==> src/rtl/can_bs_pkg.sv <==
package can_bs_pkg;
  localparam int unsigned QUANTA   = 32;
  localparam int unsigned Q_W      = $clog2(QUANTA);
  localparam int unsigned SP_MIN   = 6;
  localparam int unsigned SP_MAX   = 29;
  localparam int unsigned IDLE_BITS = 11;

  typedef logic [Q_W-1:0] quanta_t;

  function automatic quanta_t clamp_sp(input quanta_t code);
    if (code < quanta_t'(SP_MIN))      return quanta_t'(SP_MIN);
    else if (code > quanta_t'(SP_MAX)) return quanta_t'(SP_MAX);
    else                               return code;
  endfunction
endpackage

==> src/rtl/can_bs_sync.sv <==
module can_bs_sync #(
  parameter int unsigned STAGES = 2
) (
  input  logic clk_i,
  input  logic rst_ni,
  input  logic d_i,
  input  logic rst_val_i,
  output logic q_o
);
  logic [STAGES-1:0] pipe_q;

  always_ff @(posedge clk_i or negedge rst_ni) begin
    if (!rst_ni) pipe_q <= '0;
    else         pipe_q <= {pipe_q[STAGES-2:0], d_i};
  end

  // before the first samples arrive, report the neutral level
  logic primed_q;
  always_ff @(posedge clk_i or negedge rst_ni) begin
    if (!rst_ni) primed_q <= 1'b0;
    else         primed_q <= 1'b1;
  end

  assign q_o = primed_q ? pipe_q[STAGES-1] : rst_val_i;
endmodule

==> src/rtl/can_bs_front.sv <==
module can_bs_front #(
  parameter int unsigned CNT_W = 20
) (
  input  logic             clk_i,
  input  logic             rst_ni,
  input  logic             enable_i,
  input  logic             line_s_i,
  input  logic             rec_high_i,
  input  logic [CNT_W-1:0] idle_lim_i,
  output logic             lvl_o,
  output logic             edge_o,
  output logic             locked_o
);
  logic             prev_q;
  logic [CNT_W-1:0] idle_q;
  logic             locked_q;
  logic             idle_hit;

  // logical level: 1 = recessive
  assign lvl_o    = rec_high_i ? line_s_i : ~line_s_i;
  assign idle_hit = (idle_q >= idle_lim_i);

  always_ff @(posedge clk_i or negedge rst_ni) begin
    if (!rst_ni) begin
      prev_q   <= 1'b1;
      idle_q   <= '0;
      locked_q <= 1'b0;
    end else begin
      prev_q <= lvl_o;
      if (!enable_i || !lvl_o)  idle_q <= '0;
      else if (!idle_hit)       idle_q <= idle_q + 1'b1;
      locked_q <= enable_i & (locked_q | idle_hit);
    end
  end

  assign edge_o   = enable_i & locked_q & prev_q & ~lvl_o;
  assign locked_o = locked_q;

  assert_edge_single_R3: assert property (@(posedge clk_i) disable iff (!rst_ni)
    edge_o |=> !edge_o);
  assert_lock_needs_idle_R2: assert property (@(posedge clk_i) disable iff (!rst_ni)
    $rose(locked_q) |-> $past(enable_i) && $past(lvl_o));
endmodule

==> src/rtl/can_bs_timer.sv <==
module can_bs_timer #(
  parameter int unsigned TQ_W = 11
) (
  input  logic                  clk_i,
  input  logic                  rst_ni,
  input  logic                  enable_i,
  input  logic                  edge_i,
  input  logic [TQ_W-1:0]       tq_len_i,
  input  can_bs_pkg::quanta_t   sp_i,
  output logic                  sample_o
);
  import can_bs_pkg::*;

  logic            run_q;
  logic [TQ_W-1:0] clk_cnt_q;
  quanta_t         q_idx_q;
  logic            tq_end;

  assign tq_end = (clk_cnt_q == tq_len_i - 1'b1);

  always_ff @(posedge clk_i or negedge rst_ni) begin
    if (!rst_ni) begin
      run_q     <= 1'b0;
      clk_cnt_q <= '0;
      q_idx_q   <= '0;
    end else if (!enable_i) begin
      run_q     <= 1'b0;
      clk_cnt_q <= '0;
      q_idx_q   <= '0;
    end else if (edge_i) begin
      run_q     <= 1'b1;
      clk_cnt_q <= '0;
      q_idx_q   <= '0;
    end else if (run_q) begin
      if (tq_end) begin
        clk_cnt_q <= '0;
        q_idx_q   <= q_idx_q + 1'b1; // wraps after 32 quanta
      end else begin
        clk_cnt_q <= clk_cnt_q + 1'b1;
      end
    end
  end

  assign sample_o = enable_i & run_q & ~edge_i & (clk_cnt_q == '0) & (q_idx_q == sp_i);

  assert_cnt_in_range_R6: assert property (@(posedge clk_i) disable iff (!rst_ni)
    run_q && enable_i && $stable(tq_len_i) |-> clk_cnt_q < tq_len_i);
  assert_resync_zero_R4: assert property (@(posedge clk_i) disable iff (!rst_ni)
    enable_i && edge_i |=> q_idx_q == '0 && clk_cnt_q == '0 && run_q);
endmodule

==> src/rtl/can_bit_sampler.sv <==
module can_bit_sampler #(
  parameter int unsigned DIV_W = 16
) (
  input  logic                       clk_i,
  input  logic                       rst_ni,
  input  logic                       enable_i,
  input  logic                       line_i,
  input  logic                       rec_high_i,
  input  logic [DIV_W-1:0]           div_i,
  input  logic [can_bs_pkg::Q_W-1:0] sp_code_i,
  output logic                       bit_o,
  output logic                       bit_valid_o,
  output logic                       edge_o
);
  import can_bs_pkg::*;

  localparam int unsigned TQ_W  = DIV_W - Q_W;
  localparam int unsigned CNT_W = DIV_W + 4;

  logic [TQ_W-1:0]  tq_len;
  logic [CNT_W-1:0] bit_clks;
  logic [CNT_W-1:0] idle_lim;
  quanta_t          sp_eff;
  logic             line_s, lvl, edge_det, locked, sample;

  assign tq_len   = (div_i[DIV_W-1:Q_W] == '0) ? TQ_W'(1) : div_i[DIV_W-1:Q_W];
  assign bit_clks = CNT_W'(tq_len) << Q_W;
  assign idle_lim = CNT_W'(bit_clks * CNT_W'(IDLE_BITS));
  assign sp_eff   = clamp_sp(sp_code_i);

  can_bs_sync #(.STAGES(2)) u_sync (
    .clk_i    (clk_i),
    .rst_ni   (rst_ni),
    .d_i      (line_i),
    .rst_val_i(rec_high_i),
    .q_o      (line_s)
  );

  can_bs_front #(.CNT_W(CNT_W)) u_front (
    .clk_i     (clk_i),
    .rst_ni    (rst_ni),
    .enable_i  (enable_i),
    .line_s_i  (line_s),
    .rec_high_i(rec_high_i),
    .idle_lim_i(idle_lim),
    .lvl_o     (lvl),
    .edge_o    (edge_det),
    .locked_o  (locked)
  );

  can_bs_timer #(.TQ_W(TQ_W)) u_timer (
    .clk_i   (clk_i),
    .rst_ni  (rst_ni),
    .enable_i(enable_i),
    .edge_i  (edge_det),
    .tq_len_i(tq_len),
    .sp_i    (sp_eff),
    .sample_o(sample)
  );

  always_ff @(posedge clk_i or negedge rst_ni) begin
    if (!rst_ni) begin
      bit_o       <= 1'b0;
      bit_valid_o <= 1'b0;
      edge_o      <= 1'b0;
    end else begin
      bit_valid_o <= sample;
      edge_o      <= edge_det;
      if (sample) bit_o <= lvl;
    end
  end

  assert_cfg_stable_R5: assert property (@(posedge clk_i) disable iff (!rst_ni)
    enable_i && $past(enable_i) |-> $stable(sp_code_i) && $stable(div_i));
  assert_valid_pulse_R8: assert property (@(posedge clk_i) disable iff (!rst_ni)
    bit_valid_o |=> !bit_valid_o);
  assert_quiet_disabled_R9: assert property (@(posedge clk_i) disable iff (!rst_ni)
    !enable_i |=> !bit_valid_o && !edge_o);
  assert_valid_locked_R2: assert property (@(posedge clk_i) disable iff (!rst_ni)
    bit_valid_o |-> $past(locked));
endmodule

==> config.mk <==
export PLATFORM = sky130hd
export DESIGN_NAME = can_bit_sampler
export DESIGN_NICKNAME = d
export VERILOG_FILES = /design/src/rtl/can_bs_pkg.sv /design/src/rtl/can_bs_sync.sv /design/src/rtl/can_bs_front.sv /design/src/rtl/can_bs_timer.sv /design/src/rtl/can_bit_sampler.sv
export SDC_FILE = /design/constraint.sdc
export NUM_CORES = 1
export LEC_CHECK = 0
export ABC_AREA = 0
export BUFFER_PORTS_ARGS = -buffer_cell sky130_fd_sc_hd__buf_2
export CORE_ASPECT_RATIO = 1.1
export CORE_MARGIN = 2
export CORE_UTILIZATION = 63
export CTS_BUF_LIST = sky130_fd_sc_hd__clkbuf_8
export DETAILED_ROUTE_END_ITERATION = 10
export GPL_TIMING_DRIVEN = 0
export PLACE_DENSITY = 0.92
export RECOVER_POWER = 50
export SLEW_MARGIN = 40
export SYNTH_ARGS = -nofsm -noshare
export SYNTH_HDL_FRONTEND = slang
export SYNTH_SLANG_ARGS = --single-unit
==> constraint.sdc <==
create_clock -name clk_i -period 3.05 [get_ports clk_i]
set_input_delay 0.1525 -clock clk_i [delete_from_list [all_inputs] [get_ports clk_i]]
set_output_delay 0.1525 -clock clk_i [all_outputs]
set_load 0.1 [all_outputs]
==> flow_metrics.py <==
metrics = {
    "status": {
        "status": "complete, but fails checks",
        "failed_checks": "setup timing",
    },
    "power_and_ir_drop": {
        "seqPwrFrac": 0.342,
        "pwr-share-comb": 0.445,
        "p_sw_frac": 0.379,
        "clock_power_share": 0.213,
        "p_leak_nw": 2.34,
        "intPower_mw": 1.10,
        "pwr_density_cell_nw_per_um2": 338,
        "switchingPower_mw": 0.673,
        "ir_drop_mv": 0.412,
    },
    "layout": {
        "drive_gt1_frac": 0.299,
        "fillers": 289,
        "syn2layout_area_growth_pct": 32.6,
        "n_antenna_cell": 0,
        "final_cell_mix": "dfrtp_1 (44), ha_1 (41), inv_1 (40), nand2_1 (28), buf_4 (25)",
        "fin_nets": 604,
        "post-route-util": 0.858,
        "final_common_cell": "dfrtp_1",
    },
    "routing": {
        "viasPerCell": 7.09,
        "drt_iter0_markers": 416,
        "drc": 0,
        "first_pass_iters": 5,
        "final_antenna_net_count": 0,
        "wl_um": 14200,
        "vias": 4292,
        "wire_per_inst_um": 23.5,
    },
    "sta": {
        "fin_crit_ns": 4.69,
        "rsz0062_at_grt": "true",
        "timing.final.crit_share": 1.54,
        "worst_slew_pin_slew_ns": 1.15,
        "hold_viol": 0,
        "finalMaxSlewViolations": 0,
        "fin_ws_ns": -1.64,
        "relSlewSlack": 0.233,
        "fmax_mhz": 213,
        "skew_ns": 0.0168,
        "finalSetupViolCount": 37,
    },
    "setup_path": {
        "crit_fanout": 7,
        "critPathSlowestCell": "a2111o_1",
        "crit_type": "primary input to register",
        "critPathTopFamily": "compound AO/OA/AOI/OAI gates",
        "max_stage_delay_ns": 0.54,
        "crit_chain": "buf_6 > nor4_4 > nand4_1 > nand2b_1 > ha_4 > fa_1 > ha_4 > nor2b_4 > o21ai_4 > a21boi_2 > o21ai_2 > a21oi_2 > buf_4 > buf_4 > a31oi_2 > o2bb2ai_1 > ha_1 > and4_2 > a2111o_1 > or3_4 > a21oi_2",
        "worstRegToRegCells": 9,
        "cp.required_ns": 3.28,
        "path_depth": 21,
        "path_buf_inv": 3,
        "crit_arrival_ns": 4.92,
        "endpoint_kind": "register",
        "cp-start-kind": "primary input",
    },
    "global_routing": {
        "use_met1": 0.457,
        "use_met3": 0.117,
        "grt_pass1_vias": 4267,
        "grt_pass1_wl_um": 21700,
        "grt_overflow": 0,
        "grt_max_degree": 46,
        "grt_antenna_before_repair": 0,
        "top_usage_layer": "met2",
        "grt_use_total": 0.412,
        "globalRouteMet2Util": 0.688,
    },
    "cts": {
        "clk_latency_ns": 0.31,
        "cts_root_buf": "clkbuf_8",
        "cts_num_sinks": 45,
        "clk_pin_slew_ns": 0.10,
        "numCtsBuffers": 5,
        "htree_levels": 2,
        "cts_tree": "yes",
        "clockBufferDepth": 2,
    },
    "die": {
        "initial_utilization": 0.648,
        "io_pins": 29,
        "rows": 30,
        "die_w_um": 79.6,
        "die_h_um": 87.2,
        "die_area_um2": 6940,
        "core-area_um2": 6120,
    },
    "logic_synthesis": {
        "synth-seq-area-share": 0.284,
        "synth_cell_types": 61,
        "ys_ff_latch": 45,
        "synth.net_count": 531,
        "async_reset_ff_frac": 1.00,
        "synth_area_per_cell_um2": 8.79,
        "synth_flop_cell": "dfrtp_1",
        "synthCells": 451,
        "yosysWarningCount": 0,
        "netlist_area_um2": 3960,
        "synth_edf_count": 0,
    },
    "min_path": {
        "hp-class": "primary input to register",
        "min_path_cells": 2,
    },
    "placement": {
        "io_buffers": 21,
        "dp_slack_ns": -2.05,
        "gp_congestion": 0.979,
        "dp_hpwl_um": 7030,
    },
    "flow_run": {
        "maxCapViolations": 0,
    },
}
[layout make-up]
class | count | area [um^2] | area share
timing repair buffer | 67 | 574 | 0.109
sequential | 45 | 1130 | 0.215
buffer | 21 | 154 | 0.0293
multi-input combinational | 344 | 3060 | 0.582
clock inverter | 3 | 15.0 | 0.00286
inverter | 40 | 154 | 0.0293
clock buffer | 5 | 68.8 | 0.0131
tap | 80 | 100 | 0.0191
[cells in the mapped netlist, drive strengths merged (2+ instances only)]
| library cell | number | area share |
|---|---|---|
| and2 | 6 | 0.0095 |
| a21oi | 30 | 0.038 |
| o22ai | 6 | 0.0095 |
| xnor2 | 15 | 0.033 |
| nor4 | 6 | 0.013 |
| or4 | 8 | 0.015 |
| inv | 40 | 0.038 |
| o21a | 5 | 0.0095 |
| o21ai | 20 | 0.025 |
| fa | 8 | 0.040 |
| nand3 | 18 | 0.023 |
| o41ai | 2 | 0.0044 |
| nor2b | 4 | 0.0063 |
| nor3 | 11 | 0.014 |
| nand4 | 8 | 0.013 |
| mux2i | 2 | 0.0051 |
| a21boi | 2 | 0.0038 |
| xor2 | 17 | 0.038 |
| nand2b | 4 | 0.0063 |
| nor2 | 23 | 0.022 |
| mux2 | 2 | 0.0057 |
| a2111oi | 2 | 0.0060 |
| and3 | 7 | 0.011 |
| buf | 4 | 0.0047 |
| nor3b | 2 | 0.0051 |
| nand3b | 4 | 0.0076 |
| a31oi | 8 | 0.013 |
| nand2 | 28 | 0.027 |
| dfrtp | 44 | 0.28 |
| ha | 46 | 0.15 |
| and4 | 3 | 0.0066 |
| a21o | 10 | 0.019 |
| o31ai | 5 | 0.0095 |
| a21bo | 2 | 0.0051 |
| or3 | 10 | 0.016 |
| nor4b | 2 | 0.0060 |
| o211ai | 2 | 0.0038 |
| clkbuf | 18 | 0.017 |
[layer usage]
layer,share of wire,vias to the layer above
li1,-,1778
met1,0.34,2017
met2,0.49,364
met3,0.089,133
met4,0.080,0
met5,0,-
[state kept, by name, summed over array words and instances, names as in the netlist]
register	flops
bit_o	1
bit_valid_o	1
edge_o	1
u_front.idle_q	20
u_front.locked_o	1
u_front.prev_q	1
u_sync.pipe_q	2
u_sync.primed_q	1
u_timer.clk_cnt_q	11
u_timer.q_idx_q	5
u_timer.run_q	1
[per-stage QoR]
stage               hold slack, ns  total power [mW]  setup TNS, ns  cell area (um^2)  std cells
floorplan                   -0.143              1.02         -25.88              4090        451
global placement             0.262              1.12         -43.59              4300        552
detailed placement           0.191              1.15         -48.04              4300        552
CTS                          0.139              1.60         -35.68              5110        605
global route                 0.144              1.84         -39.47              5250        605
finish                       0.143              1.77         -37.49              5250        605
[cell families after synthesis]
group / count (synthesis) / synth area share
AO/OA/AOI/OAI: 105 / 0.171
XOR/XNOR: 34 / 0.0824
adder cells (fa/ha/maj): 54 / 0.186
buffers and inverters: 62 / 0.0597
flip-flops: 45 / 0.284
multiplexers: 4 / 0.0107
other: 1 / 0.000946
AND/OR/NAND/NOR: 146 / 0.205
[timing repair]
| item | CTS | global route |
|---|---|---|
| setup endpoints to repair | 35 | 37 |
| endpoints found under the hold margin | 45 | 0 |
| hold buffers | 2 | 0 |
| cloned | 3 | 0 |
| gates resized for setup | 85 | 39 |
| setup buffers | 44 | 9 |
| pin swaps | 37 | 37 |
[power by group through the flow]
stage                     sequential [mW]  combinational (mW)  clock (mW)
final                               0.607               0.790       0.377
after global routing                0.608               0.837       0.390
after CTS                           0.607               0.634       0.363
after detailed placement            0.619               0.536           0
after global placement              0.618               0.499           0
after floorplan                     0.618               0.400           0
[worst register-to-register path, delay by kind of cell (launching register included)]
kind,cells,cell delay [ns]
compound gates,1,0.14
flops,1,0.38
xor+xnor,1,0.51
mux,1,0.18
simple gates,4,1.08
buf+inv,2,0.53
[worst paths after layout]
check | from | endpoint | slack (ns)
min in group asynchronous | rst_ni | u_front.idle_q[2]$_DFFE_PN0P_ | 0.60
max reg2reg | u_timer.clk_cnt_q[3]$_DFFE_PN0P_ | u_timer.q_idx_q[2]$_DFFE_PN0P_ | 0.12
max in group asynchronous | rst_ni | u_timer.q_idx_q[3]$_DFFE_PN0P_ | 1.73
max | div_i[11] | u_front.idle_q[12]$_DFFE_PN0P_ | -1.64
min reg2reg | u_sync.pipe_q[0]$_DFF_PN0_ | u_sync.pipe_q[1]$_DFF_PN0_ | 0.37
min | enable_i | u_timer.run_q$_DFFE_PN0P_ | 0.14
Power figures use the tool's default switching activity.
